<file path="config.mk">
export PLATFORM = sky130hd
export DESIGN_NAME = pmc_power_ctrl
export DESIGN_NICKNAME = d
export VERILOG_FILES = /design/src/rtl/pmc_pkg.sv /design/src/rtl/pmc_next_state.sv /design/src/rtl/pmc_enable_decode.sv /design/src/rtl/pmc_power_ctrl.sv
export SDC_FILE = /design/constraint.sdc
export NUM_CORES = 1
export LEC_CHECK = 0
export BUFFER_PORTS_ARGS = -buffer_cell sky130_fd_sc_hd__buf_4
export CORE_AREA = 3 3 40 42
export DETAILED_ROUTE_END_ITERATION = 8
export DIE_AREA = 0 0 43 45
export SLEW_MARGIN = 20
export SYNTH_ARGS = -nofsm -noshare
export SYNTH_HDL_FRONTEND = slang
export SYNTH_SLANG_ARGS = --single-unit
</file>
<file path="constraint.sdc">
create_clock -name clk -period 0.85 [get_ports clk]
set_clock_uncertainty 0.05 [all_clocks]
set_input_delay 0.1275 -clock clk [delete_from_list [all_inputs] [get_ports clk]]
set_output_delay 0.1275 -clock clk [all_outputs]
set_load 0.02 [all_outputs]
</file>
<file path="src/rtl/pmc_pkg.sv">
// Package: shared state encoding for the power mode controller.
// Assumes: three power states; one-hot bit order Sleep, Standby, Operating.
package pmc_pkg;
    typedef enum logic [1:0] {
        PM_SLEEP   = 2'd0,
        PM_STANDBY = 2'd1,
        PM_OPER    = 2'd2
    } pm_state_t;

    localparam int unsigned PM_NSTATES = 3;
endpackage

</file>
<file path="src/rtl/pmc_next_state.sv">
// Module: next-state selection for the power mode controller.
// Assumes: cmd_op is meaningful only while cmd_vld is high; reset is
// handled by the state register, not here.
module pmc_next_state
    import pmc_pkg::*;
#(
    parameter int unsigned       OP_W     = 4,
    parameter logic [OP_W-1:0]   SLEEP_OP = 4'hA
) (
    input  pm_state_t        cur,
    input  logic             cmd_vld,
    input  logic [OP_W-1:0]  cmd_op,
    input  logic             sig_present,
    output pm_state_t        nxt
);
    logic sleep_cmd;
    logic wake_cmd;

    // Split a valid command into sleep and wake classes.
    always_comb begin
        sleep_cmd = cmd_vld && (cmd_op == SLEEP_OP);
        wake_cmd  = cmd_vld && (cmd_op != SLEEP_OP);
    end

    // Priority: sleep command, then held sleep, then signal tracking.
    always_comb begin
        if (sleep_cmd) begin
            nxt = PM_SLEEP;
        end else if ((cur == PM_SLEEP) && !wake_cmd) begin
            nxt = PM_SLEEP;
        end else if (sig_present) begin
            nxt = PM_OPER;
        end else begin
            nxt = PM_STANDBY;
        end
    end
endmodule

</file>
<file path="src/rtl/pmc_enable_decode.sv">
// Module: turns the power state into enables and a one-hot state view.
// Assumes: state holds one of the three legal encodings.
module pmc_enable_decode
    import pmc_pkg::*;
#(
    parameter int unsigned N_RX = 2
) (
    input  pm_state_t              state,
    output logic [N_RX-1:0]        rx_en,
    output logic                   retain_en,
    output logic                   spi_en,
    output logic [PM_NSTATES-1:0]  state_oh
);
    logic awake;

    // One-hot state view and awake flag.
    always_comb begin
        state_oh    = '0;
        state_oh[0] = (state == PM_SLEEP);
        state_oh[1] = (state == PM_STANDBY);
        state_oh[2] = (state == PM_OPER);
        awake       = (state != PM_SLEEP);
    end

    // One enable per receive circuit, all gated by the awake flag.
    for (genvar g = 0; g < N_RX; g++) begin : g_rx
        assign rx_en[g] = awake;
    end

    // Retention and serial port stay on in every state.
    always_comb begin
        retain_en = 1'b1;
        spi_en    = 1'b1;
    end
endmodule

</file>
<file path="src/rtl/pmc_power_ctrl.sv">
// Module: top of the receiver front-end power mode controller.
// Holds the state register and wires next-state and decode logic.
// Assumes: rst_n is synchronous and active low; sig_present is already
// synchronous to clk; the state register is its only registration.
module pmc_power_ctrl
    import pmc_pkg::*;
#(
    parameter int unsigned      OP_W     = 4,
    parameter logic [OP_W-1:0]  SLEEP_OP = 4'hA,
    parameter int unsigned      N_RX     = 2
) (
    input  logic             clk,
    input  logic             rst_n,
    input  logic             cmd_vld,
    input  logic [OP_W-1:0]  cmd_op,
    input  logic             sig_present,
    output logic [N_RX-1:0]  rx_en,
    output logic             retain_en,
    output logic             spi_en,
    output logic [2:0]       state_oh
);
    pm_state_t state_q;
    pm_state_t state_d;

    pmc_next_state #(.OP_W(OP_W), .SLEEP_OP(SLEEP_OP)) u_next (
        .cur         (state_q),
        .cmd_vld     (cmd_vld),
        .cmd_op      (cmd_op),
        .sig_present (sig_present),
        .nxt         (state_d)
    );

    // State register; reset lands in Standby.
    always_ff @(posedge clk) begin
        if (!rst_n) begin
            state_q <= PM_STANDBY;
        end else begin
            state_q <= state_d;
        end
    end

    pmc_enable_decode #(.N_RX(N_RX)) u_dec (
        .state     (state_q),
        .rx_en     (rx_en),
        .retain_en (retain_en),
        .spi_en    (spi_en),
        .state_oh  (state_oh)
    );

    // Assertions guarding the state register and its decode.
    assert_reset_standby_R1: assert property (@(posedge clk)
        !rst_n |=> (state_oh == 3'b010) && (&rx_en));

    assert_sleep_cmd_R2: assert property (@(posedge clk) disable iff (!rst_n)
        (cmd_vld && cmd_op == SLEEP_OP) |=> state_oh[0]);

    assert_sleep_gates_rx_R3: assert property (@(posedge clk) disable iff (!rst_n)
        state_oh[0] |-> (rx_en == '0));

    assert_always_on_R4: assert property (@(posedge clk)
        retain_en && spi_en);

    assert_wake_R5: assert property (@(posedge clk) disable iff (!rst_n)
        (state_oh[0] && cmd_vld && cmd_op != SLEEP_OP)
        |=> (state_oh[2] == $past(sig_present)) && !state_oh[0]);

    assert_sleep_hold_R6: assert property (@(posedge clk) disable iff (!rst_n)
        (state_oh[0] && !(cmd_vld && cmd_op != SLEEP_OP)) |=> state_oh[0]);

    assert_track_R7: assert property (@(posedge clk) disable iff (!rst_n)
        (!state_oh[0] && !(cmd_vld && cmd_op == SLEEP_OP))
        |=> (state_oh[2] == $past(sig_present)) && !state_oh[0]);

    assert_onehot_R8: assert property (@(posedge clk) disable iff (!rst_n)
        $countones(state_oh) == 1);

    assert_awake_rx_R9: assert property (@(posedge clk) disable iff (!rst_n)
        !state_oh[0] |-> (&rx_en));
endmodule

</file>
======== Yosys cells after proc, flatten, opt, wreduce, memory -nomap -nowiden ========
Cells that the tools add are included.
cells by class
  equal/unequal tests ..................... 4
  reduce and logical (&&, ||, !) cells .... 7
  bitwise operators ....................... 1
  multiplexer cells ....................... 3
operators with widths
  operator                                                                number
  4-bit equality test (second input constant)                             1
  4-bit inequality test (second input constant)                           1
  1-bit logical AND                                                       3
  3-bit OR reduction                                                      1
  2-bit by 1-bit equality test with 1-bit output (second input constant)  1
  2-bit equality test (second input constant)                             1
  2-bit logical NOT                                                       1
  1-bit 2-to-1 mux                                                        2
  2-bit 2-to-1 mux                                                        1
  2-bit nonzero test                                                      1
  1-bit logical NOT                                                       1
  1-bit inverter                                                          1
storage, ports and cells
  bits in registers ....................... 2

======== Longest topological paths before layout ========
  word-level depth ........................ 6
  mapped depth ............................ 2
  depth with buffers taken out ............ 2

======== Cells and area by module ========
From an unflattened synthesis, not the netlist that was laid out.
second synthesis, totals
  cells, all modules ...................... 18
  area total of the unflattened synthesis .. 147.6 µm²
by module, submodules not included
  module             area each (µm²)  cells an instance  seq. area each (µm²)  instances
  pmc_enable_decode  58.8             9                  0.0                   1
  pmc_power_ctrl     52.6             4                  40.0                  1
  pmc_next_state     36.3             5                  0.0                   1

======== Worst setup path before layout ========
OpenSTA, ideal clock, no wires.
  kind .................................... register -> output
  start point ............................. reg state_q[0]
  end point ............................... out rx_en[0]
  required time ........................... 0.672 ns
  data arrival time ....................... 0.774 ns
  setup slack ............................. -0.101 ns
  cell stages (with the launch flop) ...... 3
  path through ............................ dfxtp_1 or2_2 buf_4
between the ends
  cells in the longest elaborated chain, start to end .. 1
ends and longest elaborated chain
  what                    RTL line                 RTL
  start, declared         pmc_power_ctrl.sv:22     pm_state_t state_q;
  start signal, assigned  pmc_power_ctrl.sv:38     state_q <= state_d;
  2-bit nonzero test      pmc_enable_decode.sv:22  awake = (state != PM_SLEEP);
  end, declared           pmc_power_ctrl.sv:17     output logic [N_RX-1:0] rx_en,
Every way passes these cells.

======== Worst setup path after layout ========
  start point ............................. reg state_q[1]
  end point ............................... out state_oh[0]
between the ends
  cells in the longest elaborated chain, start to end .. 1
ends and longest elaborated chain
  what               RTL line                 RTL
  2-bit logical NOT  pmc_enable_decode.sv:19  state_oh[0] = (state == PM_SLEEP);
  end, declared      pmc_power_ctrl.sv:20     output logic [2:0] state_oh
Every way passes these cells.

==> results.py <==
metrics = {
    "synthesis": {
        "synth_area_per_cell_sq_um": 8.48,
        "synthXorXnorAreaFrac_pct": 0,
        "synth_fa_ha_area_share_pct": 0,
        "synthMuxAreaShare_pct": 0,
        "ys_ff_latch": 2,
        "ys_seq_area_share_pct": 26.2,
        "synth_compound_area_share_pct": 14.8,
        "syn_area_sq_um": 153,
        "synthSimpleGateAreaFrac_pct": 34.4,
        "synth_cells": 18,
        "synth_cell_types": 13,
        "synth_top_family_by_area": "simple AND/OR/NAND/NOR gates",
        "yosysWarnings": 0,
    },
    "clocking": {
        "cts_max_path_buffers": 2,
        "cts.sinks": 2,
        "clock_latency_ns": 0.22,
        "cts_buffers": 3,
        "cts-root-buf": "clkbuf_4",
        "path_clk_slew_ns": 0.03,
        "cts_max_level": 1,
        "cts_tree": "built",
        "hold_buffers": 0,
    },
    "status": {
        "status": "finished with violations",
        "failed_checks": "setup timing",
    },
    "timing": {
        "slew_violations": 0,
        "setup_slack_ns": -0.291,
        "tns_ns": -1.41,
        "period_minus_slack_ns": 1.14,
        "max_freq_mhz": 876,
        "rsz0062_at_grt": "yes",
        "setup-violations-final": 7,
        "fin_crit_sh_pct": 134,
        "hold_viol": 0,
    },
    "route": {
        "drt_iter0_drc": 0,
        "drt-pass1-iter-count": 1,
        "vias_per_cell": 3.83,
        "routed_wirelength_um": 464,
        "drc_errors": 0,
        "ant_nets": 0,
        "vias": 180,
        "wl_per_cell_um": 9.87,
    },
    "global_route": {
        "grt_use_met3_pct": 3.19,
        "overflow": 0,
        "antenna_found_initial": 0,
        "grt.met1_usage_pct": 5.74,
        "grt_usage_pct": 6.31,
        "grt_start_max_net_pins": 5,
        "first_global_vias": 193,
        "grt_pass1_wl_um": 793,
        "met2_usage_pct": 8.68,
        "grt-busiest-layer": "met4",
    },
    "worst_setup_path": {
        "critPathMaxFanout": 4,
        "r2r-start": "state_q[1]",
        "crit_type": "reg -> out",
        "cp-end-kind": "primary output",
        "r2r_end": "state_q[0]",
        "r2r_cells": 3,
        "cp.arrival_ns": 0.96,
        "start_kind": "flop",
        "r2r_slack_ns": -0.10,
        "cp.required_ns": 0.67,
    },
    "place": {
        "place_congestion": 0.610,
        "dp_slack_ns": -0.0720,
        "dp.cells": 42,
        "port_buffers": 12,
    },
    "finish": {
        "final_cells": 47,
        "nNetsFinal": 42,
        "syn_to_final_growth_pct": 107,
        "num_antenna_cells": 0,
        "layout-drive-gt1-share_pct": 75.0,
        "regMostFlops": "state_q",
        "layout_common_cells": "buf_4 (10), buf_6 (4), clkbuf_4 (3)",
        "fin_util_pct": 24.6,
        "final_common_cell": "buf_4",
        "largest_register_ff_count": 2,
        "largestRegisters": "state_q x2",
    },
    "min_path": {
        "min_from": "cmd_op[3]",
        "hold_class": "in -> reg",
        "whs_endpoint": "state_q[1]",
        "worstHoldPathCells": 2,
    },
    "power_and_ir_drop": {
        "irDropWorstVdd_uv": 403,
        "p_per_area_nw_per_um2": 1510,
        "power_mw": 0.477,
        "total_leakage_power_nw": 0.141,
    },
    "floorplan": {
        "die_area_sq_um": 1940,
        "start_util_pct": 11.9,
        "core.rowCount": 13,
        "die-height_um": 45,
        "die_x_um": 43,
        "core_area_sq_um": 1280,
        "io_pins": 15,
    },
    "job": {
        "max_cap_viol_count": 0,
    },
}
## through the flow
step / hold slack (ns) / instance area, sq um
final: 0.0494 / 317
after global routing: 0.0659 / 317
after CTS: 0.0420 / 307
after detailed placement: 0.286 / 239
after global placement: 0.272 / 239
after floorplan: 0.172 / 168
## power breakdown
group	total [mW]	leakage [nW]	internal [mW]	switching (mW)
clock network	0.210	0.0138	0.156	0.0541
logic	0.158	0.110	0.0839	0.0743
registers	0.109	0.0168	0.103	0.00572
total	0.477	0.141	0.343	0.134
## per-layer routing
layer  wire length, um  up-vias
li1                  -       85
met1               177       80
met2               217       15
met3                69        0
met4                 0        0
met5                 0        -
## what timing repair did
action,4_1_cts,5_1_grt
resized for setup,8,2
setup buffers,2,1
pin swaps,4,3
setup endpoints to repair,7,7
cloned,0,0
## layout make-up
cell class	instances	area [sq um]
fill	145	968
timing repair buffer	14	120
multi-input combinational	12	109
sequential	2	42.5
clock buffer	3	22.5
tap	15	18.8
inverter	1	3.75
## synthesized netlist by cell type
master	number	share of area [%]
nor4b_1	1	5.7
a211oi_1	1	4.9
nor3b_1	1	4.9
o311ai_0	1	5.7
and2_1	1	4.1
inv_1	1	2.5
dfxtp_1	2	26
nor2b_1	2	8.2
conb_1	1	2.5
a31oi_1	1	4.1
and3_4	1	7.4
or2_2	1	4.1
buf_4	4	20
## worst max-delay path by stage
stage / cells after the start / slack [ns] / to / startpoint
2_1_floorplan: 1 / -0.03 / state_oh[1] / state_q[0]
3_3_place_gp: 2 / -0.08 / state_q[1] / state_q[0]
3_5_place_dp: 3 / -0.07 / state_oh[0] / state_q[1]
4_1_cts: 3 / -0.30 / state_oh[0] / state_q[0]
5_1_grt: 3 / -0.34 / state_oh[2] / state_q[0]
6_report: 3 / -0.29 / state_oh[0] / state_q[1]
## critical path, stage by stage (launching register included)
cell and delay, ns:
dfxtp_2 0.32, or2_4 0.27, inv_2 0.05, buf_6 0.10
## kinds of logic (layout without fill, tap and decap cells)
kind of cell / after synthesis / after routing
AOI/OAI and AO/OA: 3 / 3
other: 1 / 2
buffers and inverters: 5 / 18
DFF: 2 / 2
and+or+nand+nor: 7 / 7
No activity file was read; power rests on OpenSTA's default activity.
